--- src/rtl/ctrl_port_pkg.sv ---
`timescale 1ns/1ps
package ctrl_port_pkg;
    localparam int BYTE_W  = 8;
    localparam int ADDR_W  = 6;
    localparam int TYPE_W  = BYTE_W - ADDR_W;
    localparam int VOL_W   = 6;
    localparam int RATIO_W = 2;
    localparam int FMT_W   = 3;
    localparam int DEEM_W  = 2;

    typedef enum logic [1:0] {
        ST_IDLE   = 2'd0,
        ST_DATA   = 2'd1,
        ST_STATUS = 2'd2
    } sel_state_t;

    typedef struct packed {
        logic [RATIO_W-1:0] ratio;
        logic [FMT_W-1:0]   fmt;
        logic [VOL_W-1:0]   vol;
        logic [DEEM_W-1:0]  deemph;
        logic               mute;
    } settings_t;

    localparam settings_t SET_DEFAULT = '{
        ratio:  2'b10,
        fmt:    3'b000,
        vol:    6'b000000,
        deemph: 2'b00,
        mute:   1'b0
    };

    localparam logic [TYPE_W-1:0] TYPE_DATA   = 2'b00;
    localparam logic [TYPE_W-1:0] TYPE_STATUS = 2'b10;
    localparam logic [BYTE_W-1:0] BYTE_RESTORE = 8'b1100_0001;
endpackage

--- src/rtl/ctrl_sync.sv ---
`timescale 1ns/1ps
module ctrl_sync #(
    parameter int WIDTH  = 3,
    parameter int STAGES = 2
) (
    input  logic             clk,
    input  logic             rst_n,
    input  logic [WIDTH-1:0] async_in,
    output logic [WIDTH-1:0] sync_out
);
    logic [WIDTH-1:0] pipe [STAGES];

    generate
        for (genvar s = 0; s < STAGES; s++) begin : g_stage
            always_ff @(posedge clk or negedge rst_n) begin
                if (!rst_n)
                    pipe[s] <= '0;
                else if (s == 0)
                    pipe[s] <= async_in;
                else
                    pipe[s] <= pipe[(s == 0) ? 0 : s-1];
            end
        end
    endgenerate

    assign sync_out = pipe[STAGES-1];
endmodule

--- src/rtl/ctrl_byte_shift.sv ---
`timescale 1ns/1ps
module ctrl_byte_shift
    import ctrl_port_pkg::*;
(
    input  logic              clk,
    input  logic              rst_n,
    input  logic              s_clk,
    input  logic              s_mode,
    input  logic              s_data,
    output logic              byte_vld,
    output logic              byte_mode,
    output logic [BYTE_W-1:0] byte_q
);
    localparam int CNT_W = $clog2(BYTE_W);
    localparam logic [CNT_W-1:0] CNT_LAST = CNT_W'(BYTE_W-1);

    logic              prev_clk;
    logic              prev_mode;
    logic [CNT_W-1:0]  bit_cnt;
    logic [BYTE_W-1:0] shreg;
    logic [BYTE_W-1:0] shifted;

    // first bit ends up at bit 0 after eight shifts
    assign shifted = {s_data, shreg[BYTE_W-1:1]};

    always_ff @(posedge clk or negedge rst_n) begin
        if (!rst_n) begin
            prev_clk  <= 1'b0;
            prev_mode <= 1'b0;
            bit_cnt   <= '0;
            shreg     <= '0;
            byte_vld  <= 1'b0;
            byte_mode <= 1'b0;
            byte_q    <= '0;
        end else begin
            prev_clk  <= s_clk;
            prev_mode <= s_mode;
            byte_vld  <= 1'b0;
            if (s_mode != prev_mode) begin
                bit_cnt <= '0;          // partial byte dropped
            end else if (s_clk && !prev_clk) begin
                shreg <= shifted;
                if (bit_cnt == CNT_LAST) begin
                    bit_cnt   <= '0;
                    byte_q    <= shifted;
                    byte_mode <= s_mode;
                    byte_vld  <= 1'b1;
                end else begin
                    bit_cnt <= bit_cnt + 1'b1;
                end
            end
        end
    end
endmodule

--- src/rtl/ctrl_decode.sv ---
`timescale 1ns/1ps
module ctrl_decode
    import ctrl_port_pkg::*;
#(
    parameter logic [ADDR_W-1:0] DEV_ADDR = 6'b000101
) (
    input  logic              clk,
    input  logic              rst_n,
    input  logic              byte_vld,
    input  logic              byte_mode,
    input  logic [BYTE_W-1:0] byte_q,
    output sel_state_t        state,
    output settings_t         cfg
);
    sel_state_t        state_nxt;
    logic [1:0]        prefix;
    logic              addr_hit;
    logic [TYPE_W-1:0] xfer_type;

    assign prefix    = byte_q[BYTE_W-1 -: 2];
    assign addr_hit  = (byte_q[BYTE_W-1 -: ADDR_W] == DEV_ADDR);
    assign xfer_type = byte_q[TYPE_W-1:0];

    // state register
    always_ff @(posedge clk or negedge rst_n) begin
        if (!rst_n) state <= ST_IDLE;
        else        state <= state_nxt;
    end

    // transitions: only address bytes move the selection
    always_comb begin
        state_nxt = state;
        if (byte_vld && !byte_mode) begin
            if (!addr_hit)                     state_nxt = ST_IDLE;
            else if (xfer_type == TYPE_DATA)   state_nxt = ST_DATA;
            else if (xfer_type == TYPE_STATUS) state_nxt = ST_STATUS;
            else                               state_nxt = ST_IDLE;
        end
    end

    // setting registers
    always_ff @(posedge clk or negedge rst_n) begin
        if (!rst_n) begin
            cfg <= SET_DEFAULT;
        end else if (byte_vld && byte_mode) begin
            unique case (state)
                ST_DATA: begin
                    if (prefix == 2'b00) begin
                        cfg.vol <= byte_q[VOL_W-1:0];
                    end else if (prefix == 2'b10) begin
                        cfg.deemph <= byte_q[4:3];
                        cfg.mute   <= byte_q[2];
                    end else if (byte_q == BYTE_RESTORE) begin
                        cfg <= SET_DEFAULT;
                    end
                end
                ST_STATUS: begin
                    if (prefix == 2'b00) begin
                        cfg.ratio <= byte_q[5:4];
                        cfg.fmt   <= byte_q[3:1];
                    end
                end
                default: ;
            endcase
        end
    end
endmodule

--- src/rtl/ctrl_port_rx.sv ---
`timescale 1ns/1ps
module ctrl_port_rx
    import ctrl_port_pkg::*;
#(
    parameter int                SYNC_STAGES = 2,
    parameter logic [ADDR_W-1:0] DEV_ADDR    = 6'b000101
) (
    input  logic               clk,
    input  logic               rst_n,
    input  logic               cp_clk,
    input  logic               cp_mode,
    input  logic               cp_data,
    output logic [RATIO_W-1:0] clk_ratio,
    output logic [FMT_W-1:0]   in_fmt,
    output logic [VOL_W-1:0]   volume,
    output logic [DEEM_W-1:0]  deemph,
    output logic               mute
);
    logic [2:0]        synced;
    logic              byte_vld;
    logic              byte_mode;
    logic [BYTE_W-1:0] byte_q;
    sel_state_t        dec_state;
    settings_t         cfg;

    ctrl_sync #(.WIDTH(3), .STAGES(SYNC_STAGES)) u_sync (
        .clk      (clk),
        .rst_n    (rst_n),
        .async_in ({cp_clk, cp_mode, cp_data}),
        .sync_out (synced)
    );

    ctrl_byte_shift u_shift (
        .clk       (clk),
        .rst_n     (rst_n),
        .s_clk     (synced[2]),
        .s_mode    (synced[1]),
        .s_data    (synced[0]),
        .byte_vld  (byte_vld),
        .byte_mode (byte_mode),
        .byte_q    (byte_q)
    );

    ctrl_decode #(.DEV_ADDR(DEV_ADDR)) u_dec (
        .clk       (clk),
        .rst_n     (rst_n),
        .byte_vld  (byte_vld),
        .byte_mode (byte_mode),
        .byte_q    (byte_q),
        .state     (dec_state),
        .cfg       (cfg)
    );

    assign clk_ratio = cfg.ratio;
    assign in_fmt    = cfg.fmt;
    assign volume    = cfg.vol;
    assign deemph    = cfg.deemph;
    assign mute      = cfg.mute;
endmodule

--- config.mk ---
export PLATFORM = sky130hd
export DESIGN_NAME = ctrl_port_rx
export DESIGN_NICKNAME = d
export VERILOG_FILES = /design/src/rtl/ctrl_port_pkg.sv /design/src/rtl/ctrl_sync.sv /design/src/rtl/ctrl_byte_shift.sv /design/src/rtl/ctrl_decode.sv /design/src/rtl/ctrl_port_rx.sv
export SDC_FILE = /design/constraint.sdc
export NUM_CORES = 1
export LEC_CHECK = 0
export ABC_CLOCK_PERIOD_IN_PS = 5100
export BUFFER_PORTS_ARGS = -buffer_cell sky130_fd_sc_hd__buf_2
export CAP_MARGIN = 20
export CORE_UTILIZATION = 41
export CTS_BUF_LIST = sky130_fd_sc_hd__clkbuf_8
export CTS_CLUSTER_SIZE = 12
export DETAILED_ROUTE_END_ITERATION = 10
export PLACE_DENSITY_LB_ADDON = 0.3
export SETUP_SLACK_MARGIN = 0.05
export SLEW_MARGIN = 0
export SYNTH_ARGS = -nofsm -noshare
export SYNTH_HDL_FRONTEND = slang
export SYNTH_SLANG_ARGS = --single-unit
--- constraint.sdc ---
create_clock -name clk -period 5.1 [get_ports clk]
set_clock_uncertainty 0.2 [all_clocks]
set_input_delay 1.53 -clock clk [delete_from_list [all_inputs] [get_ports clk]]
set_output_delay 1.53 -clock clk [all_outputs]
set_load 0.01 [all_outputs]
==> flow_summary_export.csv, run 1 <==
group,metric,value,unit
outcome,status,"finished clean",
clocking,cts_tree,"done",
setup_path,cpLargestDelayFamily,"flip-flops",
timing,holdWs,0.154,ns
global_route,groute.usage.overall,16.5,%
timing,slew_viol_final,0,
clocking,cts_resized,0,
timing,setup_viol,0,
die,initial_utilization,44.0,%
placement,io_buffers,18,
die,ioPinCount,19,
timing,period_share,52.5,%
power_and_ir_drop,p_per_area,335,nW/um2
global_route,met3_usage,3.95,%
finish,n_antenna_cell,0,
clocking,post_cts_buffers,0,
finish,fill_cells,403,
global_route,antenna_found_initial,0,
die,num_rows,23,
timing,post-route-min-period,2.68,ns
finish,nets,176,
clocking,clockBufferDepth,2,
synthesis,ys_ff_latch,44,
synthesis,async_reset_ff_share,100,%
timing,tightestPinTransition,0.972,ns
timing,rsz0062_at_grt,"false",
placement,hpwlAfterDp,2210,um
detailed_routing,drt_first_iter_violations,57,
detailed_routing,dr.pass1.iters,4,
synthesis,synth_nets,155,
synthesis,ys.flop_type,"dfrtp_1",
detailed_routing,via_per_inst,5.26,
placement,dpl_worst_slack,2.53,ns
timing,max_freq,0.374,GHz
finish,area_growth,12.9,%
placement,place_area,1950,um2
power_and_ir_drop,p_leak,0.00105,uW
die,die_y,68.7,um
detailed_routing,routed_wl,3240,um
clocking,clockRootBuffer,"clkbuf_8",
detailed_routing,wl_per_cell,14.9,um
setup_path,cp-start-kind,"flop",
synthesis,synth_enable_flop_cells,0,
setup_path,cp_cell_sequence,"buf_2",
power_and_ir_drop,p_switching,149,uW
clocking,path_clk_slew,0.08,ns
global_route,overflow,0,
worst_hold_path,hp-class,"flop to flop",
clocking,htree_levels,2,
setup_path,critical_path_class,"flop to primary output",
synthesis,synth-xor-area-share,0.480,%
synthesis,syn_area,1820,um2
setup_path,slowest_delay,0.53,ns
die,die_w,68.7,um
synthesis,ys_types,34,
detailed_routing,final_antenna_net_count,0,
synthesis,synth_compound_area_share,6.73,%
synthesis,synthSimpleGateAreaFrac,13.1,%
clocking,clk_latency,0.30,ns
die,coreArea,4140,um2
power_and_ir_drop,pwr-share-seq,57.1,%
setup_path,cp_max_fo,2,
timing,hold_viol,0,
clocking,cts_made_buffers,5,
die,dieArea,4720,um2
power_and_ir_drop,combPwrFrac,5.6,%
finish,drive_gt1_share,23.2,%
setup_path,required,3.37,ns
synthesis,synth_cells,146,
setup_path,worst_ep_arrival_time,0.95,ns
synthesis,synth-adder-area-share,2.75,%
finish,fin_cells,218,
setup_path,slowest_stage,"dfstp_2",
global_route,busiest_layer,"met2",
global_route,grtUsageMet1,18.7,%
synthesis,avgSynthCellArea,12.5,um2
timing,setup-tns-final,0,ns
detailed_routing,vias,1146,
global_route,grt_max_degree,45,
finish,final_cell_mix,"43 x dfrtp_1, 18 x buf_2, 14 x nand2_1, 14 x nor2_1, 10 x mux2_2",
power_and_ir_drop,clockPowerShare,37.3,%
global_route,grt_use_met2,28.3,%
power_and_ir_drop,switching_share,21.7,%
setup_path,cp-end-kind,"primary output",
power_and_ir_drop,ir_drop,0.116,mV
finish,final_common_cell,"dfrtp_1",
synthesis,ys_warn_count,0,
timing,slew_headroom,35.2,%
placement,gp_congestion,0.731,
clocking,hold_buffers,0,
flow_run,drv_cap,0,
synthesis,synth_top_family_by_area,"multiplexers",
finish,stdcell_area,2060,um2
global_route,grt_pass1_wl,5390,um
placement,place_inst,210,
global_route,grt_pass1_vias,1172,
detailed_routing,drc,0,
synthesis,synthMuxAreaShare,13.5,%
timing,fin_ws,2.42,ns
clocking,clock_sinks,44,
synthesis,seq_area_frac_synth,60.5,%
setup_path,reg2reg_slack,3.15,ns
setup_path,critPathBufInv,1,
power_and_ir_drop,internal_power,541,uW
## area by class of cell
type | count | area, um2 | share of cell area, %
sequential | 44 | 1100 | 53.6
multi-input combinational | 90 | 666 | 32.3
timing repair buffer | 18 | 90.1 | 4.38
clock buffer | 5 | 68.8 | 3.34
tap | 50 | 62.6 | 3.04
clock inverter | 3 | 38.8 | 1.88
inverter | 8 | 30.0 | 1.46
## sequential cells by signal, indices dropped and copies added (netlist names)
register and flops:
u_dec.state 2, u_shift.bit_cnt 3, u_shift.prev_mode 1, u_shift.byte_q 8
u_shift.shreg 7, u_shift.byte_vld 1, u_sync.sync_out 3, u_shift.byte_mode 1
u_sync.pipe 3, u_dec.cfg 14, u_shift.prev_clk 1
## layer usage
metal / share of wire [%] / vias up
li1: - / 550
met2: 51 / 28
met3: 4.0 / 7
met5: 0 / -
met1: 43 / 561
met4: 1.9 / 0
## cell usage after synthesis (3+ instances only)
master    number  area, um2
dfrtp_1       43       1080
nand2_1       14       52.6
nor2_1        14       52.6
mux2_2        10        113
inv_1          8       30.0
mux2_1         6       67.6
mux2i_1        5       50.1
a21oi_1        4       20.0
a221oi_1       4       35.0
ha_1           4       50.1
a22o_1         3       26.3
nand2b_1       3       18.8
## power by group through the flow
stage / sequential (uW) / combinational [uW] / clock [uW]
finish: 394 / 39.0 / 257
floorplan: 394 / 27.3 / 0
CTS: 394 / 40.6 / 269
global placement: 398 / 36.3 / 0
detailed placement: 400 / 39.9 / 0
global route: 397 / 43.7 / 283
## path summary, 6_finish.rpt
path | depth (start not counted) | from | end
min in group asynchronous | 1 | rst_n | u_dec.cfg[11]
min | 0 | u_sync.pipe[5] | u_sync.sync_out[2]
min reg2reg | 0 | u_sync.pipe[5] | u_sync.sync_out[2]
max in group asynchronous | 1 | rst_n | u_shift.shreg[5]
max reg2reg | 4 | u_sync.sync_out[1] | u_shift.byte_q[1]
max | 1 | u_dec.cfg[13] | clk_ratio[1]
## through the flow
stage / utilization, % / power [uW]
after global routing: 49.7 / 724
after global placement: 47.1 / 434
after CTS: 49.7 / 704
after floorplan: - / 421
final: 49.7 / 690
after detailed placement: 47.1 / 440
## cells by family (layout without fill, tap and decap cells)
logic type,Yosys count,after routing
and+or+nand+nor,45,45
muxes,22,22
DFF,44,44
buffers and inverters,12,34
AOI/OAI and AO/OA,18,18
xor gates and xnor gates,1,1
adders and majority gates,4,4
No activity file was read; power rests on OpenSTA's default activity.
==> run 2: changes to the inputs <==
--- a/config.mk
+++ b/config.mk
@@ -5,7 +5,7 @@
 export SDC_FILE = /design/constraint.sdc
 export NUM_CORES = 1
 export LEC_CHECK = 0
-export ABC_CLOCK_PERIOD_IN_PS = 5100
+export ABC_CLOCK_PERIOD_IN_PS = 2800
 export BUFFER_PORTS_ARGS = -buffer_cell sky130_fd_sc_hd__buf_2
 export CAP_MARGIN = 20
 export CORE_UTILIZATION = 41
==> constraint.sdc (replaced) <==
create_clock -name clk -period 2.8 [get_ports clk]
set_clock_uncertainty 0.2 [all_clocks]
set_input_delay 0.84 -clock clk [delete_from_list [all_inputs] [get_ports clk]]
set_output_delay 0.84 -clock clk [all_outputs]
set_load 0.01 [all_outputs]
==> flow_summary_export.csv, run 2 (synthesis results as in run 1) <==
group,metric,value,unit
outcome,status,"finished clean",
setup_path,worst_ep_arrival_time,0.95,ns
finish,final_cell_mix,"43 x dfrtp_1, 18 x buf_2, 14 x nand2_1, 14 x nor2_1",
clocking,post_cts_buffers,0,
detailed_routing,drc,0,
setup_path,critical_path_class,"flop to primary output",
timing,tightestPinTransition,0.605,ns
timing,hold_viol,0,
finish,drive_gt1_share,23.5,%
detailed_routing,dr.pass1.iters,4,
finish,largest_reg_flops,14,
global_route,grt_pass1_vias,1150,
detailed_routing,drt_first_iter_violations,49,
power_and_ir_drop,ir_drop,0.329,mV
die,die_w,68.7,um
timing,slew_headroom,59.7,%
setup_path,cp-start-kind,"flop",
power_and_ir_drop,switching_share,22.3,%
power_and_ir_drop,combPwrFrac,6.1,%
finish,top_regs,"u_dec.cfg (14), u_shift.byte_q (8), u_shift.shreg (7)",
clocking,clk_latency,0.29,ns
setup_path,cp-end-kind,"primary output",
setup_path,rr_endpoint,"u_shift.byte_q[7]",
finish,fill_cells,381,
finish,final_common_cell,"dfrtp_1",
finish,nets,178,
setup_path,cpLargestDelayFamily,"flip-flops",
die,dieArea,4720,um2
detailed_routing,vias,1157,
detailed_routing,via_per_inst,5.26,
placement,dpl_worst_slack,0.886,ns
clocking,path_clk_slew,0.08,ns
detailed_routing,final_antenna_net_count,0,
finish,fin_cells,220,
clocking,clockRootBuffer,"clkbuf_8",
clocking,cts_tree,"done",
power_and_ir_drop,p_per_area,576,nW/um2
setup_path,r2r-start,"u_sync.sync_out[1]",
timing,setup_viol,0,
finish,stdcell_area,2060,um2
die,die_y,68.7,um
setup_path,required,1.76,ns
global_route,antenna_found_initial,0,
placement,io_buffers,18,
setup_path,rr_worst_depth,4,
timing,setup-tns-final,0,ns
die,num_rows,23,
placement,gp_congestion,0.838,
power_and_ir_drop,internal_power,920,uW
setup_path,slowest_delay,0.54,ns
die,coreArea,4140,um2
power_and_ir_drop,p_switching,264,uW
timing,period_share,71.1,%
detailed_routing,routed_wl,3150,um
clocking,htree_levels,2,
placement,place_area,1970,um2
timing,post-route-min-period,1.99,ns
timing,fin_ws,0.809,ns
detailed_routing,wl_per_cell,14.3,um
worst_hold_path,hp-class,"flop to flop",
finish,multi_input_area,666,um2
global_route,overflow,0,
finish,n_antenna_cell,0,
finish,final_core_util,49.6,%
clocking,hold_buffers,0,
setup_path,critPathBufInv,1,
placement,hpwlAfterDp,2310,um
timing,rsz0062_at_grt,"false",
finish,top_register,"u_dec.cfg",
setup_path,cp_max_fo,2,
setup_path,slowest_stage,"dfstp_2",
global_route,grt_max_degree,30,
power_and_ir_drop,pwr-share-seq,60.9,%
clocking,cts_resized,0,
finish,area_growth,12.8,%
worst_hold_path,min_to,"u_sync.sync_out[0]",
global_route,groute.usage.overall,15.8,%
setup_path,reg2reg_slack,0.88,ns
placement,place_inst,212,
timing,max_freq,0.502,GHz
timing,slew_viol_final,0,
clocking,clockBufferDepth,2,
global_route,grt_pass1_wl,5200,um
die,ioPinCount,19,
clocking,cts_made_buffers,5,
setup_path,cp_cell_sequence,"buf_2",
power_and_ir_drop,p_leak,0.00105,uW
worst_hold_path,whs_path_depth,0,
finish,seqCellArea,1100,um2
flow_run,drv_cap,0,
clocking,clock_sinks,44,
power_and_ir_drop,clockPowerShare,33.0,%
die,initial_utilization,44.0,%
worst_hold_path,worstHoldStart,"u_sync.pipe[3]",
run 2: worst max path at each step:
stage                       start                end  cells after the start
2_1_floorplan  u_sync.sync_out[1]  u_shift.byte_mode                      5
3_3_place_gp   u_sync.sync_out[1]  u_shift.byte_mode                      4
3_5_place_dp   u_sync.sync_out[1]  u_shift.byte_q[7]                      4
4_1_cts             u_dec.cfg[13]       clk_ratio[1]                      1
5_1_grt            u_dec.state[1]       u_dec.cfg[4]                      6
6_report            u_dec.cfg[13]       clk_ratio[1]                      1
run 2: worst reg2reg max path, delay by kind of cell, from the launching register on:
kind	cells	cell delay (ns)
AND/OR/NAND/NOR	2	0.66
flip-flops	1	0.41
multiplexers	1	0.34
XOR/XNOR	1	0.19
run 2: layer usage:
layer	track usage, %	routed length (um)
met2	25.1	1500
met3	5.26	132
met5	0	0
met4	9.11	65
met1	18.7	1460
run 2: area by class of cell:
class | instances | area share [%]
clock inverter | 2 | 0.365
clock buffer | 6 | 4.02
tap | 50 | 3.04
multi-input combinational | 90 | 32.4
timing repair buffer | 20 | 5.11
inverter | 8 | 1.46
sequential | 44 | 53.6
run 2: stage by stage:
step,total power [uW],hold WS (ns)
after floorplan,767,0.131
after global placement,799,0.135
after detailed placement,807,0.141
after CTS,1200,0.158
after global routing,1230,0.159
final,1180,0.155
run 2: power groups by stage:
stage / registers [uW] / logic [uW] / clock network, uW
2_1_floorplan: 718 / 49.7 / 0
6_report: 721 / 72.2 / 390
3_3_place_gp: 729 / 69.4 / 0
5_1_grt: 727 / 81.4 / 425
4_1_cts: 720 / 74.8 / 402
3_5_place_dp: 732 / 74.8 / 0
==> run 3: changes to the inputs <==
--- a/config.mk
+++ b/config.mk
@@ -5,7 +5,8 @@
 export SDC_FILE = /design/constraint.sdc
 export NUM_CORES = 1
 export LEC_CHECK = 0
-export ABC_CLOCK_PERIOD_IN_PS = 2800
+export ABC_AREA = 1
+export ABC_CLOCK_PERIOD_IN_PS = 1600
 export BUFFER_PORTS_ARGS = -buffer_cell sky130_fd_sc_hd__buf_2
 export CAP_MARGIN = 20
 export CORE_UTILIZATION = 41
==> constraint.sdc (replaced) <==
create_clock -name clk -period 1.6 [get_ports clk]
set_clock_uncertainty 0.2 [all_clocks]
set_input_delay 0.48 -clock clk [delete_from_list [all_inputs] [get_ports clk]]
set_output_delay 0.48 -clock clk [all_outputs]
set_load 0.01 [all_outputs]
==> flow_summary_export.csv, run 3 <==
group,metric,value,unit
outcome,status,"complete, but fails checks",
outcome,violations,"setup timing",
setup_path,reg2reg_slack,0.02,ns
synthesis,seq_area_frac_synth,60.9,%
die,num_rows,23,
synthesis,yosys-top-cells-count,"65 x nand2_1, 43 x dfrtp_1, 23 x inv_1",
placement,dpl_worst_slack,0.00975,ns
finish,final_cell_mix,"62 x nand2_1, 43 x dfrtp_1, 23 x inv_1, 17 x buf_2, 14 x buf_4",
die,die_y,68.4,um
synthesis,ys.flop_type,"dfrtp_1",
timing,post-route-min-period,1.61,ns
setup_path,cp-end-kind,"primary output",
detailed_routing,wl_per_cell,11.2,um
synthesis,avgSynthCellArea,9.57,um2
global_route,grt_max_degree,33,
synthesis,ys_ff_latch,44,
synthesis,synth_largest_area_cell,"dfrtp_1",
clocking,clock_sinks,44,
detailed_routing,via_per_inst,4.63,
setup_path,worst_ep_arrival_time,0.93,ns
timing,hold_viol,0,
synthesis,synth_nets,198,
flow_run,drv_cap,0,
timing,setup_viol,1,
setup_path,required,0.92,ns
placement,gp_congestion,0.786,
clocking,clk_latency,0.29,ns
worst_hold_path,worstHoldStart,"cp_data",
setup_path,cp_cell_sequence,"buf_6",
finish,stdcell_area,2280,um2
finish,area_growth,26.1,%
timing,rsz0062_at_grt,"true",
timing,period_share,100,%
setup_path,rr_worst_depth,7,
global_route,grt_pass1_wl,5290,um
setup_path,cp_max_fo,2,
synthesis,syn_area,1810,um2
clocking,path_clk_slew,0.08,ns
setup_path,cpLargestDelayFamily,"flip-flops",
setup_path,critical_path_class,"flop to primary output",
timing,fin_ws,-0.00670,ns
clocking,cts_made_buffers,5,
detailed_routing,routed_wl,3140,um
synthesis,synth_cells,189,
power_and_ir_drop,ir_drop,0.612,mV
timing,tightestPinTransition,0.319,ns
power_and_ir_drop,p_per_area,897,nW/um2
placement,hpwlAfterDp,2170,um
finish,top_register,"u_dec.cfg",
die,initial_utilization,44.0,%
detailed_routing,dr.pass1.iters,3,
clocking,clockBufferDepth,2,
clocking,clockRootBuffer,"clkbuf_8",
die,coreArea,4120,um2
power_and_ir_drop,p_leak,0.00117,uW
global_route,grt_pass1_vias,1251,
finish,largest_reg_flops,14,
finish,nets,239,
timing,slew_headroom,78.7,%
setup_path,rr_endpoint,"u_dec.cfg[12]",
die,dieArea,4680,um2
global_route,antenna_found_initial,0,
finish,top_regs,"u_dec.cfg (14), u_shift.byte_q (8), u_shift.shreg (7)",
placement,place_area,2030,um2
setup_path,cp-start-kind,"flop",
detailed_routing,drc,0,
worst_hold_path,min_to,"u_sync.pipe[3]",
setup_path,slowest_stage,"dfstp_2",
worst_hold_path,whs_path_depth,1,
global_route,overflow,0,
setup_path,r2r-start,"u_dec.state[0]",
synthesis,async_reset_ff_share,100,%
detailed_routing,final_antenna_net_count,0,
global_route,groute.usage.overall,15.7,%
die,ioPinCount,19,
synthesis,ys_types,21,
placement,io_buffers,18,
synthesis,synth_area_leaders,"dfrtp_1 59%, nand2_1 13%, inv_1 4.8%",
synthesis,ys_warn_count,0,
detailed_routing,vias,1300,
die,die_w,68.4,um
clocking,htree_levels,2,
timing,slew_viol_final,0,
synthesis,synth.most_common_cell,"nand2_1",
timing,max_freq,0.622,GHz
finish,final_common_cell,"nand2_1",
finish,drive_gt1_share,30.3,%
synthesis,synth_top_area_share,59.5,%
worst_hold_path,hp-class,"input pin to flop",
setup_path,slowest_delay,0.54,ns
detailed_routing,drt_first_iter_violations,72,
synthesis,synth_enable_flop_cells,0,
setup_path,critPathBufInv,1,
clocking,cts_tree,"done",
finish,n_antenna_cell,0,
## run 3: changes by cell type after synthesis, moves of 3 or more
cell	previous run	this run
a21oi_1	4	1
a221oi_1	4	0
a22o_1	3	0
inv_1	8	23
mux2_1	6	0
mux2_2	10	0
mux2i_1	5	0
nand2_1	14	65
nand2b_1	3	0
nand3_1	1	6
nor2_1	14	9
o21ai_0	2	14
o21ai_2	0	7
## run 3: how the worst max path moves through the flow
stage	start	endpoint	slack [ns]	cells after the start
finish	u_dec.cfg[13]	clk_ratio[1]	-0.007	1
global route	u_dec.cfg[13]	clk_ratio[1]	-0.04	1
CTS	u_dec.cfg[13]	clk_ratio[1]	-0.004	1
detailed placement	u_dec.state[0]	u_dec.cfg[13]	0.01	6
global placement	u_dec.state[1]	u_dec.cfg[5]	0.05	7
floorplan	u_dec.state[0]	u_dec.cfg[10]	0.12	7
## run 3: cell families (layout without fill, tap and decap cells)
| kind of cell | after synthesis | count (layout) | synth area share, % |
|---|---|---|---|
| and+or+nand+nor | 90 | 91 | 21.0 |
| adders and majority gates | 4 | 4 | 2.77 |
| buffers and inverters | 26 | 67 | 6.02 |
| AOI/OAI and AO/OA | 24 | 24 | 8.37 |
| xor gates and xnor gates | 1 | 1 | 0.899 |
| DFF | 44 | 44 | 60.9 |
## run 3: area by class of cell
cell class	count	area [um2]
Clock buffer	6	82.6
Timing Repair Buffer	35	251
Tap cell	50	62.6
Multi-Input combinational cell	120	679
Inverter	24	95.1
Fill cell	372	1830
Clock inverter	2	7.51
Sequential cell	44	1100
## run 3: what timing repair did
item                                    in CTS  in global routing
gates cloned                                 1                  0
hold endpoints to repair                    11                  0
buffers inserted                             3                  4
hold buffers                                 1                  0
gates resized for setup                      9                 17
endpoints found under the setup margin      16                 19
pin swaps                                    7                  7
## run 3: power breakdown
part           switching, uW  total (uW)  internal [uW]
sequential              31.0        1210           1180
combinational           95.2         150           54.9
clock                    351         690            339
## run 3: through the flow
stage / setup TNS, ns / cells / total power [uW] / util, % / hold WS, ns
finish: -0.00670 / 281 / 2050 / 55.4 / 0.0914
CTS: -0.00445 / 277 / 2060 / 53.0 / 0.0850
global route: -0.167 / 281 / 2140 / 55.4 / 0.0786
detailed placement: 0 / 264 / 1370 / 49.2 / 0.142
floorplan: 0 / 189 / 1310 / - / -0.0156
global placement: 0 / 264 / 1370 / 49.2 / 0.133
## run 3: routing by layer
layer	global-route usage, %	vias to the layer above	share of wire [%]
li1	-	672	-
met1	18.9	601	48
met2	26.2	21	47
met3	5.00	6	3.7
met4	5.21	0	1.3
met5	0	-	0
